File: src/rtl/dal_pkg.sv
package dal_pkg;

  typedef enum logic [1:0] {
    MODE_WIPE   = 2'b01,  // clrN=0, enN=1
    MODE_DECODE = 2'b00,  // clrN=0, enN=0
    MODE_HOLD   = 2'b11,  // clrN=1, enN=1
    MODE_WRITE  = 2'b10   // clrN=1, enN=0
  } dal_mode_e;

  typedef struct packed {
    logic wipeStore;   // clear every stored bit on this edge
    logic writeStore;  // load addressed bit on this edge
    logic showDecode;  // outputs driven by the demultiplexer
    logic forceLow;    // outputs driven to zero
  } dal_strobe_t;

endpackage

File: src/rtl/dal_ctrl.sv
module dal_ctrl
  import dal_pkg::*;
(
  input  logic        clrN,
  input  logic        enN,
  output dal_strobe_t strobe
);

  dal_mode_e mode;

  assign mode = dal_mode_e'({clrN, enN});

  always_comb begin
    strobe = '0;
    unique case (mode)
      MODE_WIPE: begin
        strobe.wipeStore = 1'b1;
        strobe.forceLow  = 1'b1;
      end
      MODE_DECODE: strobe.showDecode = 1'b1;
      MODE_WRITE:  strobe.writeStore = 1'b1;
      default:     strobe = '0;
    endcase
  end

endmodule

File: src/rtl/dal_bank.sv
module dal_bank
  import dal_pkg::*;
#(
  parameter int ADDR_W = 2,
  localparam int WORDS = 1 << ADDR_W
) (
  input  logic              clk,
  input  dal_strobe_t       strobe,
  input  logic [ADDR_W-1:0] addr,
  input  logic              dataBit,
  output logic [WORDS-1:0]  bankOut
);

  logic [WORDS-1:0] stored;
  logic [WORDS-1:0] selOneHot;
  logic [WORDS-1:0] decodeOut;

  generate
    for (genvar i = 0; i < WORDS; i++) begin : g_bit
      assign selOneHot[i] = (addr == ADDR_W'(i));
      assign decodeOut[i] = selOneHot[i] & dataBit;

      always_ff @(posedge clk) begin
        if (strobe.wipeStore)
          stored[i] <= 1'b0;
        else if (strobe.writeStore && selOneHot[i])
          stored[i] <= dataBit;
      end
    end
  endgenerate

  always_comb begin
    if (strobe.forceLow)
      bankOut = '0;
    else if (strobe.showDecode)
      bankOut = decodeOut;
    else
      bankOut = stored;
  end

endmodule

File: src/rtl/dual_addr_latch.sv
module dual_addr_latch
  import dal_pkg::*;
#(
  parameter int ADDR_W = 2,
  parameter int BANKS  = 2,
  localparam int WORDS = 1 << ADDR_W
) (
  input  logic                   clk,
  input  logic                   clrN,
  input  logic                   enN,
  input  logic [ADDR_W-1:0]      addr,
  input  logic [BANKS-1:0]       dataIn,
  output logic [BANKS*WORDS-1:0] q
);

  dal_strobe_t strobe;

  dal_ctrl u_ctrl (
    .clrN   (clrN),
    .enN    (enN),
    .strobe (strobe)
  );

  generate
    for (genvar b = 0; b < BANKS; b++) begin : g_bank
      dal_bank #(.ADDR_W(ADDR_W)) u_bank (
        .clk     (clk),
        .strobe  (strobe),
        .addr    (addr),
        .dataBit (dataIn[b]),
        .bankOut (q[b*WORDS +: WORDS])
      );
    end
  endgenerate

endmodule

File: config.mk
export PLATFORM = sky130hd
export DESIGN_NAME = dual_addr_latch
export DESIGN_NICKNAME = d
export VERILOG_FILES = /design/src/rtl/dal_pkg.sv /design/src/rtl/dal_ctrl.sv /design/src/rtl/dal_bank.sv /design/src/rtl/dual_addr_latch.sv
export SDC_FILE = /design/constraint.sdc
export NUM_CORES = 1
export LEC_CHECK = 0
export BUFFER_PORTS_ARGS = -buffer_cell sky130_fd_sc_hd__clkbuf_2
export CAP_MARGIN = 20
export CORE_AREA = 2 2 39 41
export DETAILED_ROUTE_END_ITERATION = 16
export DIE_AREA = 0 0 41 43
export MAX_ROUTING_LAYER = met4
export PLACE_DENSITY_LB_ADDON = 0.2
export REMOVE_ABC_BUFFERS = 1
export SLEW_MARGIN = 10
export SYNTH_ARGS = -nofsm -noshare
export SYNTH_HDL_FRONTEND = slang
export SYNTH_SLANG_ARGS = --single-unit
File: constraint.sdc
create_clock -name clk -period 1.16 [get_ports clk]
set_input_delay 0.29 -clock clk [delete_from_list [all_inputs] [get_ports clk]]
set_output_delay 0.29 -clock clk [all_outputs]
set_load 0.005 [all_outputs]
Yosys cells after proc, flatten, opt, wreduce, memory -nomap -nowiden
Cells that the tools add are included.
Widths: inputs -> output; s select.

word-level totals
  bits in registers = 8
  bits of input ports = 7
  output and inout bits = 8
  word-level logic and storage cells = 34

cells by class
  equal/unequal tests = 5
  muxes and demuxes = 7
  bitwise operators = 8
  reduce and logical (&&, ||, !) cells = 6

operators with widths
  kind                count
  $mux 4              4
  $and 1x1->1         8
  $eq 2x2->1 const B  3
  $eq 2x1->1 const B  2
  $logic_and 1x1->1   4
  $logic_not 2->1     2
  $mux 1              3

Logic depth before layout (Yosys ltp)
Gate-level depths: netlist (run 1).

  depth in word-level cells = 4
  gate-level depth with buffers = 4
  depth with buffers taken out = 3

By module
From an unflattened synthesis (run 1), not the netlist that was laid out.

unflattened totals
  cell total of the unflattened synthesis = 62
  area, all modules = 554.3 um^2

modules (own cells, without submodules)
  module    instances  cells each  area an instance (um^2)  seq. area each (um^2)
  dal_bank  2          29          264.0                    80.1
  dal_ctrl  1          4           26.3                     0.0

Least setup slack after synthesis (run 1)
No wires, ideal clock.

  path type = input-to-output
  from = input port addr[0]
  to = output port q[2]
  arrival time = 882 ps
  data required time = 870 ps
  path slack = -12 ps
  stages = 3
  path buffers = 0
  cell sequence = nor2_1 -> nand3_1 -> o21ai_0

on the way
  cells in the longest elaborated chain, start to end = 4

RTL lines
  item             line                   RTL
  start, declared  dual_addr_latch.sv:11  input logic [ADDR_W-1:0] addr,
  $eq 2x2->1       dal_bank.sv:20         assign selOneHot[i] = (addr == ADDR_W'(i));
  $and 1x1->1      dal_bank.sv:21         assign decodeOut[i] = selOneHot[i] & dataBit;
  $mux 4           dal_bank.sv:35         else if (strobe.showDecode)
  $mux 4           dal_bank.sv:33         if (strobe.forceLow)
  end, declared    dual_addr_latch.sv:13  output logic [BANKS*WORDS-1:0] q

Every way passes these cells.

Worst setup path after layout (run 1)
  from = input port enN
  to = output port q[7]

on the way
  cells in the longest elaborated chain, start to end = 4
  elaborated cells between the ends (all ways) = 6
  classes of those cells = eq/ne: 1; mux: 4; reduce/logical: 1

RTL lines
  item             line                   RTL
  start, declared  dual_addr_latch.sv:10  input logic enN,
  $logic_not 2->1  dal_ctrl.sv:15         unique case (mode)
  $mux 1           dal_ctrl.sv:15
  $mux 4           dal_bank.sv:35
  $mux 4 (*)       dal_bank.sv:33

Every way passes the cells marked *; elsewhere a longest branch is shown, timed or not.

==> impl_metrics.ini, run 1 <==
[worst_setup_path]
startpoint_type = primary input
r2r_setup_slack_ns = 0.29
reg2reg_to = g_bank[0].u_bank.stored[3]
endpoint_kind = output port
critPathLaunch = enN
r2r-start = g_bank[0].u_bank.stored[3]
crit_chain = clkbuf_16 -> nor2b_4 -> buf_6 -> nand3_2 -> o21ai_1 -> buf_2
crit_family = buffers and inverters
cp.required_ns = 0.87
critPathArrivalTime_ns = 0.97
crit_cells = 6
crit_type = primary input to output port
critPathMaxStageDelay_ns = 0.14
path_buf_inv = 3
path_max_fanout = 3
cp-endpoint = q[7]
slowest_stage = nor2b_4
worst_r2r_path_depth = 2

[timing]
grt_setup_unrepaired = true
period_share = 1.090
worst_slack_ns = -0.1048
period_minus_slack_ns = 1.265
slew_viol_final = 0
setup_viol = 8
tns_ns = -0.5199
tightest_slew_ns = 0.2288
finalHoldViolCount = 0
finClkSkew_ns = 0
slew_headroom = 0.8468
fmax_ghz = 0.7906
hold_ws_ns = 0.4693

[floorplanning]
die_h_um = 43
io_pins = 15
initial_core_util = 0.3608
core_area_um2 = 1384
die_w_um = 41
rows = 14
die_area_um2 = 1763

[synth]
synth_cell_types = 13
postSynthAreaPerCell_um2 = 7.800
synth_area_um2 = 499.2
ys_seq_area_frac = 0.3208
synth-seq-cells = 8
ys_warn_count = 0
syn_inst = 64

[finish]
finalNetCount = 101
largest_reg_flops = 8
area_growth_pct = 61.40
top_register = g_bank.u_bank.stored
reg_top3 = g_bank.u_bank.stored x8
num_antenna_cells = 0
fin_area_um2 = 805.8
seq_area_um2 = 160.2
multi_input_area_um2 = 340.3
final_layout_size_suffix_gt1_frac = 0.4674
fill_cells = 129

[cts]
clk_latency_ns = 0.25
h-tree-depth = 1
cts_sinks = 8
path_clk_slew_ns = 0.05
clockBufferDepth = 2
numCtsBuffers = 3
cts_tree = built
cts_hold_buffers = 0
root_buffer = clkbuf_4

[run]
cap_viol_max_count = 0

[global_route]
use_met3 = 0.09424
grtUsageMet2 = 0.2719
grt_pass1_wl_um = 2097
grt_use_total = 0.1792
antenna_found_initial = 0
grt_start_max_net_pins = 28
grt.busiest_layer = met2
grt_use_met1 = 0.2032
overflow = 0
grt_pass1_vias = 493

[placed_design]
globalplace.congestion = 0.7593
io_buffer_count = 14
post_dp_cell_area_um2 = 673.1
dp_hpwl_um = 887

[routing]
firstDrtPassIters = 4
wirelength_um = 1371
vias_per_cell = 5.407
vias = 584
drc = 0
ant_nets = 0
drtIter0Drc = 12
post_drt_wl_per_cell_um = 12.69

[power_and_ir_drop]
seqPwrFrac = 0.425
clockPowerShare = 0.285
p_per_area_nw_per_um2 = 901.7
switching_power_uw = 196.4
internal-power_uw = 530.1
leakage_nw = 0.3595
p_comb_frac = 0.290
switching_share = 0.2704
vdd_drop_max_mv = 0.6252

[status]
status = finished, violations left
violations = negative setup slack

[worst_hold_path]
holdPathStages = 3
hp-start = clrN
hold_class = primary input to flop
-- what timing repair did --
action,CTS,global route
cloned,0,0
gates resized for setup,20,14
pin swaps,5,6
endpoints found under the setup margin,8,8
setup buffers,2,1
-- Yosys cell counts --
| master | count | share of area |
|---|---|---|
| buf_6 | 1 | 0.023 |
| nor2b_1 | 3 | 0.038 |
| inv_1 | 2 | 0.015 |
| nor2_1 | 1 | 0.0075 |
| a32o_1 | 4 | 0.080 |
| clkbuf_1 | 2 | 0.015 |
| nand2_1 | 12 | 0.090 |
| buf_2 | 3 | 0.030 |
| nand3_1 | 4 | 0.040 |
| dfxtp_1 | 8 | 0.32 |
| o21ai_0 | 8 | 0.080 |
| a22o_1 | 12 | 0.21 |
| a31oi_1 | 4 | 0.050 |
-- how the worst min path moves through the flow --
stage	to	slack [ns]
4_1_cts	g_bank[1].u_bank.stored[0]	0.47
6_report	g_bank[1].u_bank.stored[0]	0.47
5_1_grt	g_bank[1].u_bank.stored[3]	0.49
3_5_place_dp	g_bank[1].u_bank.stored[2]	0.48
2_1_floorplan	g_bank[0].u_bank.stored[1]	0.42
3_3_place_gp	g_bank[0].u_bank.stored[0]	0.48
-- power groups by stage --
| stage | Clock, mW | Sequential, mW | Combinational, mW |
|---|---|---|---|
| final | 0.207 | 0.309 | 0.210 |
| after global routing | 0.231 | 0.311 | 0.227 |
| after detailed placement | 0 | 0.314 | 0.168 |
| after CTS | 0.220 | 0.308 | 0.199 |
| after floorplan | 0 | 0.311 | 0.0668 |
| after global placement | 0 | 0.314 | 0.167 |
-- layer usage --
layer,up-vias,share of wire
met5,-,0
met4,0,0
met2,9,0.55
met1,273,0.42
met3,0,0.032
li1,302,-
-- per-stage QoR --
step	setup WS, ns	power (mW)	cells	util
after detailed placement	-0.2073	0.4826	102	0.4864
after CTS	-0.09481	0.7269	107	0.5615
after global placement	-0.1836	0.4808	102	0.4864
after floorplan	-0.04800	0.3774	58	-
final	-0.1048	0.7265	108	0.5823
after global routing	-0.1403	0.7687	108	0.5823
-- worst register-to-register path, stage by stage, from the launching register on --
cell and delay [ns]:
dfxtp_1 0.32, a32o_1 0.22, a22o_1 0.22
-- kinds of logic (layout without fill, tap and decap cells) --
logic type             after synthesis  count (layout)  synth area share
AOI/OAI and AO/OA                   28              28            0.4210
buffers and inverters                8              36           0.08271
DFF                                  8               8            0.3208
and+or+nand+nor                     20              20            0.1754
-- final cells by class --
cell class | count | share of cell area
Clock buffer | 3 | 0.02795
Inverter | 2 | 0.009317
Multi-Input combinational cell | 48 | 0.4224
Sequential cell | 8 | 0.1988
Tap cell | 16 | 0.02484
Timing Repair Buffer | 31 | 0.3168
-- placed cells by master (no fill, tap or decap) --
cell type  synthesis  layout
a22o_1            12      12
a32o_1             4       4
nor2b_2            0       2
clkbuf_4           0       3
dfxtp_1            8       8
buf_4              0      12
nand3_2            0       4
buf_8              0       1
clkbuf_16          0       1
a31oi_1            4       4
o21ai_1            0       7
buf_12             0       1
nand2_1           12      11
nor2b_4            0       1
inv_1              2       2
o21ai_0            8       1
clkbuf_2           0       4
buf_6              1       4
nand2_2            0       1
buf_2              3       8
nor2_4             0       1
Note: power is estimated with default switching activity, not from simulation.
==> run 2, diff against run 1 <==
Settings changed: CORE_AREA 2 2 39 41 to not set, CORE_UTILIZATION set to 36, DIE_AREA 0 0 41 43 to not set.
==> run 2 against run 1 <==
Compared with the run above:
- the flow still finishes with violations (negative setup slack)
- combinational power fell by 8%
- clock skew unchanged
- non-clock buffer count shrank 5
- setup slack better by 0.038 ns
- hold slack worse by 0.031 ns
- critical path type unchanged
- highest routed layer is now met4
- first-iteration DRC count fell by 8.3%
==> impl_metrics.ini, run 2 (same netlist as run 1, synthesis figures left out) <==
[finish]
seq_area_um2 = 160.2
top_register = g_bank.u_bank.stored
final_cell_mix = 12 x nand2_1, 12 x a22o_1, 8 x dfxtp_1, 8 x buf_2, 8 x buf_4
multi_input_area_um2 = 342.8
fin_area_um2 = 755.7
fin_cells = 102
finalNetCount = 96
fin_util = 0.5808
area_growth_pct = 51.38
num_antenna_cells = 0
reg_top3 = g_bank.u_bank.stored x8
fill_cells = 131
largest_reg_flops = 8
final_layout_size_suffix_gt1_frac = 0.4138

[worst_hold_path]
holdPathStages = 3
hold_class = primary input to flop
holdPathEnd = g_bank[0].u_bank.stored[3]
hp-start = addr[0]

[worst_setup_path]
reg2reg_to = g_bank[0].u_bank.stored[3]
r2r-start = g_bank[0].u_bank.stored[3]
path_max_fanout = 7
endpoint_kind = output port
critPathArrivalTime_ns = 0.94
crit_chain = buf_8 -> nor2_4 -> buf_6 -> nand2_1 -> o21ai_0 -> clkbuf_2
critPathMaxStageDelay_ns = 0.14
slowest_stage = o21ai_0
cp.required_ns = 0.87
worst_r2r_path_depth = 2
r2r_setup_slack_ns = 0.29
startpoint_type = primary input
crit_type = primary input to output port

[floorplanning]
initial_core_util = 0.3837
die_h_um = 39.24
rows = 13
die_w_um = 39.24
io_pins = 15
die_area_um2 = 1540
core_area_um2 = 1301

[global_route]
grt_use_met1 = 0.2192
grt_use_total = 0.1851
overflow = 0
grtUsageMet2 = 0.2792
use_met3 = 0.08671
grt_pass1_vias = 401
antenna_found_initial = 0
grt_pass1_wl_um = 1800
grt_start_max_net_pins = 29
grt.busiest_layer = met2

[placed_design]
dp_hpwl_um = 883.7
post_dp_cell_area_um2 = 656.9
dp_cells = 99
place_ws_ns = -0.1753
io_buffer_count = 14
globalplace.congestion = 0.7586

[timing]
finClkSkew_ns = 0
period_minus_slack_ns = 1.226
grt_setup_unrepaired = true
setup_viol = 8
slew_headroom = 0.8466
fmax_ghz = 0.8154
tightest_slew_ns = 0.2291
finalHoldViolCount = 0
period_share = 1.057
worst_slack_ns = -0.06637
slew_viol_final = 0
hold_ws_ns = 0.4378

[status]
status = finished, violations left
violations = negative setup slack

[cts]
clk_latency_ns = 0.25
cts_sinks = 8
root_buffer = clkbuf_4
cts_hold_buffers = 0
numCtsBuffers = 3
clockBufferDepth = 2
path_clk_slew_ns = 0.06
post_cts_buffers = 0
cts_tree = built
h-tree-depth = 1

[power_and_ir_drop]
leakage_nw = 0.3350
vdd_drop_max_mv = 0.5620
p_per_area_nw_per_um2 = 966.2
p_comb_frac = 0.266
clockPowerShare = 0.311
internal-power_uw = 518.9
switching_share = 0.2894
switching_power_uw = 211.3
seqPwrFrac = 0.423

[routing]
drtIter0Drc = 11
wirelength_um = 1310
vias = 558
ant_nets = 0
post_drt_wl_per_cell_um = 12.84
vias_per_cell = 5.471
firstDrtPassIters = 4
drc = 0

[run]
cap_viol_max_count = 0
run 2: cell types whose count changed in the layout (fill, tap and decap cells not counted):
cell	previous run	this run
clkbuf_16	1	0
buf_8	1	2
nand2_1	11	12
buf_6	4	3
buf_4	12	8
nor2b_4	1	3
nand2_2	1	0
nand3_1	0	1
nor2b_2	2	0
nand3_2	4	3
run 2: worst max-delay path, delay by kind of cell:
kind            cells  cell delay, ns
buf+inv             3            0.36
compound gates      1            0.14
simple gates        2            0.14
run 2: routing by layer:
metal / part of all wire / vias up / wire (um)
met4: 0.0046 / 0 / 6
met2: 0.47 / 10 / 620
met5: 0 / - / 0
li1: - / 290 / -
met3: 0.035 / 2 / 46
met1: 0.49 / 256 / 636
run 2: layout make-up:
class,count,area share
repair buffers,26,0.2699
clock buffers,3,0.02980
multi-input cells,48,0.4536
flip-flops and latches,8,0.2119
well taps,15,0.02483
inverters,2,0.009934
run 2: worst max path at each step:
stage               startpoint    to  slack (ns)  cells past startpoint
finish                 addr[0]  q[4]       -0.07                      6
global route           addr[0]  q[4]       -0.12                      6
CTS                    addr[0]  q[7]       -0.11                      6
detailed placement     addr[0]  q[3]       -0.18                      6
global placement       addr[0]  q[3]       -0.14                      6
floorplan              addr[0]  q[3]       -0.05                      3
run 2: per-stage QoR:
stage	total power, mW	setup TNS [ns]
floorplan	0.3774	-0.1431
global placement	0.4753	-1.283
global route	0.7746	-0.8165
CTS	0.7205	-0.8212
finish	0.7302	-0.3742
detailed placement	0.4776	-1.487
run 2: timing repair:
| action | in CTS | in global routing |
|---|---|---|
| pin swaps | 2 | 4 |
| setup endpoints to repair | 8 | 8 |
| gates resized for setup | 10 | 22 |
run 2: power groups by stage:
stage / clock [mW] / combinational (mW) / sequential (mW)
finish: 0.227 / 0.194 / 0.309
global route: 0.252 / 0.211 / 0.311
CTS: 0.239 / 0.173 / 0.308
detailed placement: 0 / 0.163 / 0.314
global placement: 0 / 0.161 / 0.314
floorplan: 0 / 0.0668 / 0.311
==> run 3, diff against run 2 <==
Settings changed: CELL_PAD_IN_SITES_DETAIL_PLACEMENT set to 1, CELL_PAD_IN_SITES_GLOBAL_PLACEMENT set to 1, CORE_UTILIZATION 36 to 33.
==> run 3 against run 2 <==
Compared with the run above:
- the flow still finishes with violations (negative setup slack)
- sequential power about the same
- clock skew stayed put
- sequential cell count stayed put
- critical path depth shrank 1
- first-iteration DRC count up 27%
- critical path type unchanged
- highest routed layer unchanged
==> impl_metrics.ini, run 3 (same netlist as run 1, synthesis figures left out) <==
[status]
status = finished, violations left
violations = negative setup slack

[worst_setup_path]
worst_r2r_path_depth = 2
critPathArrivalTime_ns = 0.99
startpoint_type = primary input
crit_type = primary input to output port
r2r-start = g_bank[0].u_bank.stored[3]
cp-endpoint = q[7]
r2r_setup_slack_ns = 0.27
endpoint_kind = output port
path_max_fanout = 6
reg2reg_to = g_bank[0].u_bank.stored[3]
critPathLaunch = enN
cp.required_ns = 0.87

[power_and_ir_drop]
p_per_area_nw_per_um2 = 937.3
leakage_nw = 0.3750
vdd_drop_max_mv = 0.7287

[finish]
reg_top3 = g_bank.u_bank.stored x8
top_register = g_bank.u_bank.stored
fin_cells = 106
num_antenna_cells = 0
fill_cells = 162
final_cell_mix = 13 x buf_4, 12 x a22o_1, 9 x nand2_1, 8 x dfxtp_1, 7 x buf_2
area_growth_pct = 66.67
final_layout_size_suffix_gt1_frac = 0.5385
largest_reg_flops = 8
final_common_cell = buf_4
finalNetCount = 100

[routing]
vias_per_cell = 5.783
vias = 613
drc = 0
post_drt_wl_per_cell_um = 17.75
wirelength_um = 1882
ant_nets = 0
firstDrtPassIters = 4
drtIter0Drc = 14

[cts]
clk_latency_ns = 0.27
root_buffer = clkbuf_4
h-tree-depth = 1
numCtsBuffers = 3
clockBufferDepth = 2
cts_sinks = 8
cts_tree = built
path_clk_slew_ns = 0.06

[global_route]
overflow = 0
antenna_found_initial = 0
grt_use_total = 0.2604
grt_pass1_vias = 554
grt_start_max_net_pins = 29
grt_pass1_wl_um = 2635

[timing]
worst_slack_ns = -0.1227
fmax_ghz = 0.7796
period_minus_slack_ns = 1.283
finalHoldViolCount = 0
period_share = 1.106
setup_viol = 8
finClkSkew_ns = 0
slew_viol_final = 0
grt_setup_unrepaired = true
tightest_slew_ns = 0.2976
slew_headroom = 0.8007

[placed_design]
place_ws_ns = -0.3660
dp_cells = 99
globalplace.congestion = 0.7752
dp_hpwl_um = 1031
io_buffer_count = 14

[floorplanning]
core_area_um2 = 1350
die_w_um = 40.90
initial_core_util = 0.3698
die_h_um = 40.90
io_pins = 15
rows = 13
die_area_um2 = 1672

[worst_hold_path]
hold_class = primary input to flop
hp-start = addr[1]

[run]
cap_viol_max_count = 0
[run 3: changes by cell type in the layout (fill, tap and decap cells not counted), sizes merged]
cell	delta
clkbuf	+2
buf	+2
[run 3: area by class of cell]
cell class	instances	area [um^2]	area share
Inverter	2	7.507	0.009023
Timing Repair Buffer	30	249.0	0.2992
Tap cell	15	18.77	0.02256
Clock buffer	3	22.52	0.02707
Multi-Input combinational cell	48	374.1	0.4496
Sequential cell	8	160.2	0.1925
[run 3: metrics by stage]
| step | TNS, ns | power (mW) | area, um^2 | util | hold WS (ns) |
|---|---|---|---|---|---|
| floorplan | -0.1431 | 0.3774 | 465.4 | - | 0.4155 |
| global placement | -2.241 | 0.4761 | 656.9 | 0.4866 | 0.4839 |
| detailed placement | -2.796 | 0.4818 | 656.9 | 0.4866 | 0.4927 |
| CTS | -0.5967 | 0.7550 | 808.3 | 0.5987 | 0.4547 |
| global route | -0.9801 | 0.8059 | 832.0 | 0.6163 | 0.4911 |
| finish | -0.6696 | 0.7799 | 832.0 | 0.6163 | 0.4585 |
[run 3: report_power, final]
group / internal, mW / switching, mW / total [mW]
Combinational: 0.122 / 0.108 / 0.230
Sequential: 0.294 / 0.0152 / 0.309
Clock: 0.120 / 0.121 / 0.241
[run 3: worst min-delay path by stage]
stage	endpoint	slack, ns	cells after the start
after CTS	g_bank[0].u_bank.stored[1]	0.45	3
after global placement	g_bank[1].u_bank.stored[1]	0.48	1
after floorplan	g_bank[0].u_bank.stored[1]	0.42	1
after global routing	g_bank[1].u_bank.stored[3]	0.49	3
after detailed placement	g_bank[0].u_bank.stored[0]	0.49	1
final	g_bank[1].u_bank.stored[3]	0.46	3
[run 3: layer usage]
layer / up-vias / routed length [um] / GRT usage
met3: 8 / 60 / 0.07065
met2: 15 / 901 / 0.3984
li1: 299 / - / -
met1: 291 / 865 / 0.3117
met5: - / 0 / -
met4: 0 / 54 / 0.1250
[run 3: what timing repair did]
item,in CTS,in global routing
pin swaps,11,5
endpoints found under the setup margin,8,8
buffers inserted,4,0
resized for setup,30,14
hold buffers,0,0
[run 3: worst max-delay path, cell delays in order]
cell and delay [ns]:
clkbuf_16 0.13, nor2b_4 0.20, nand3_2 0.09, o21ai_2 0.15
clkbuf_2 0.12
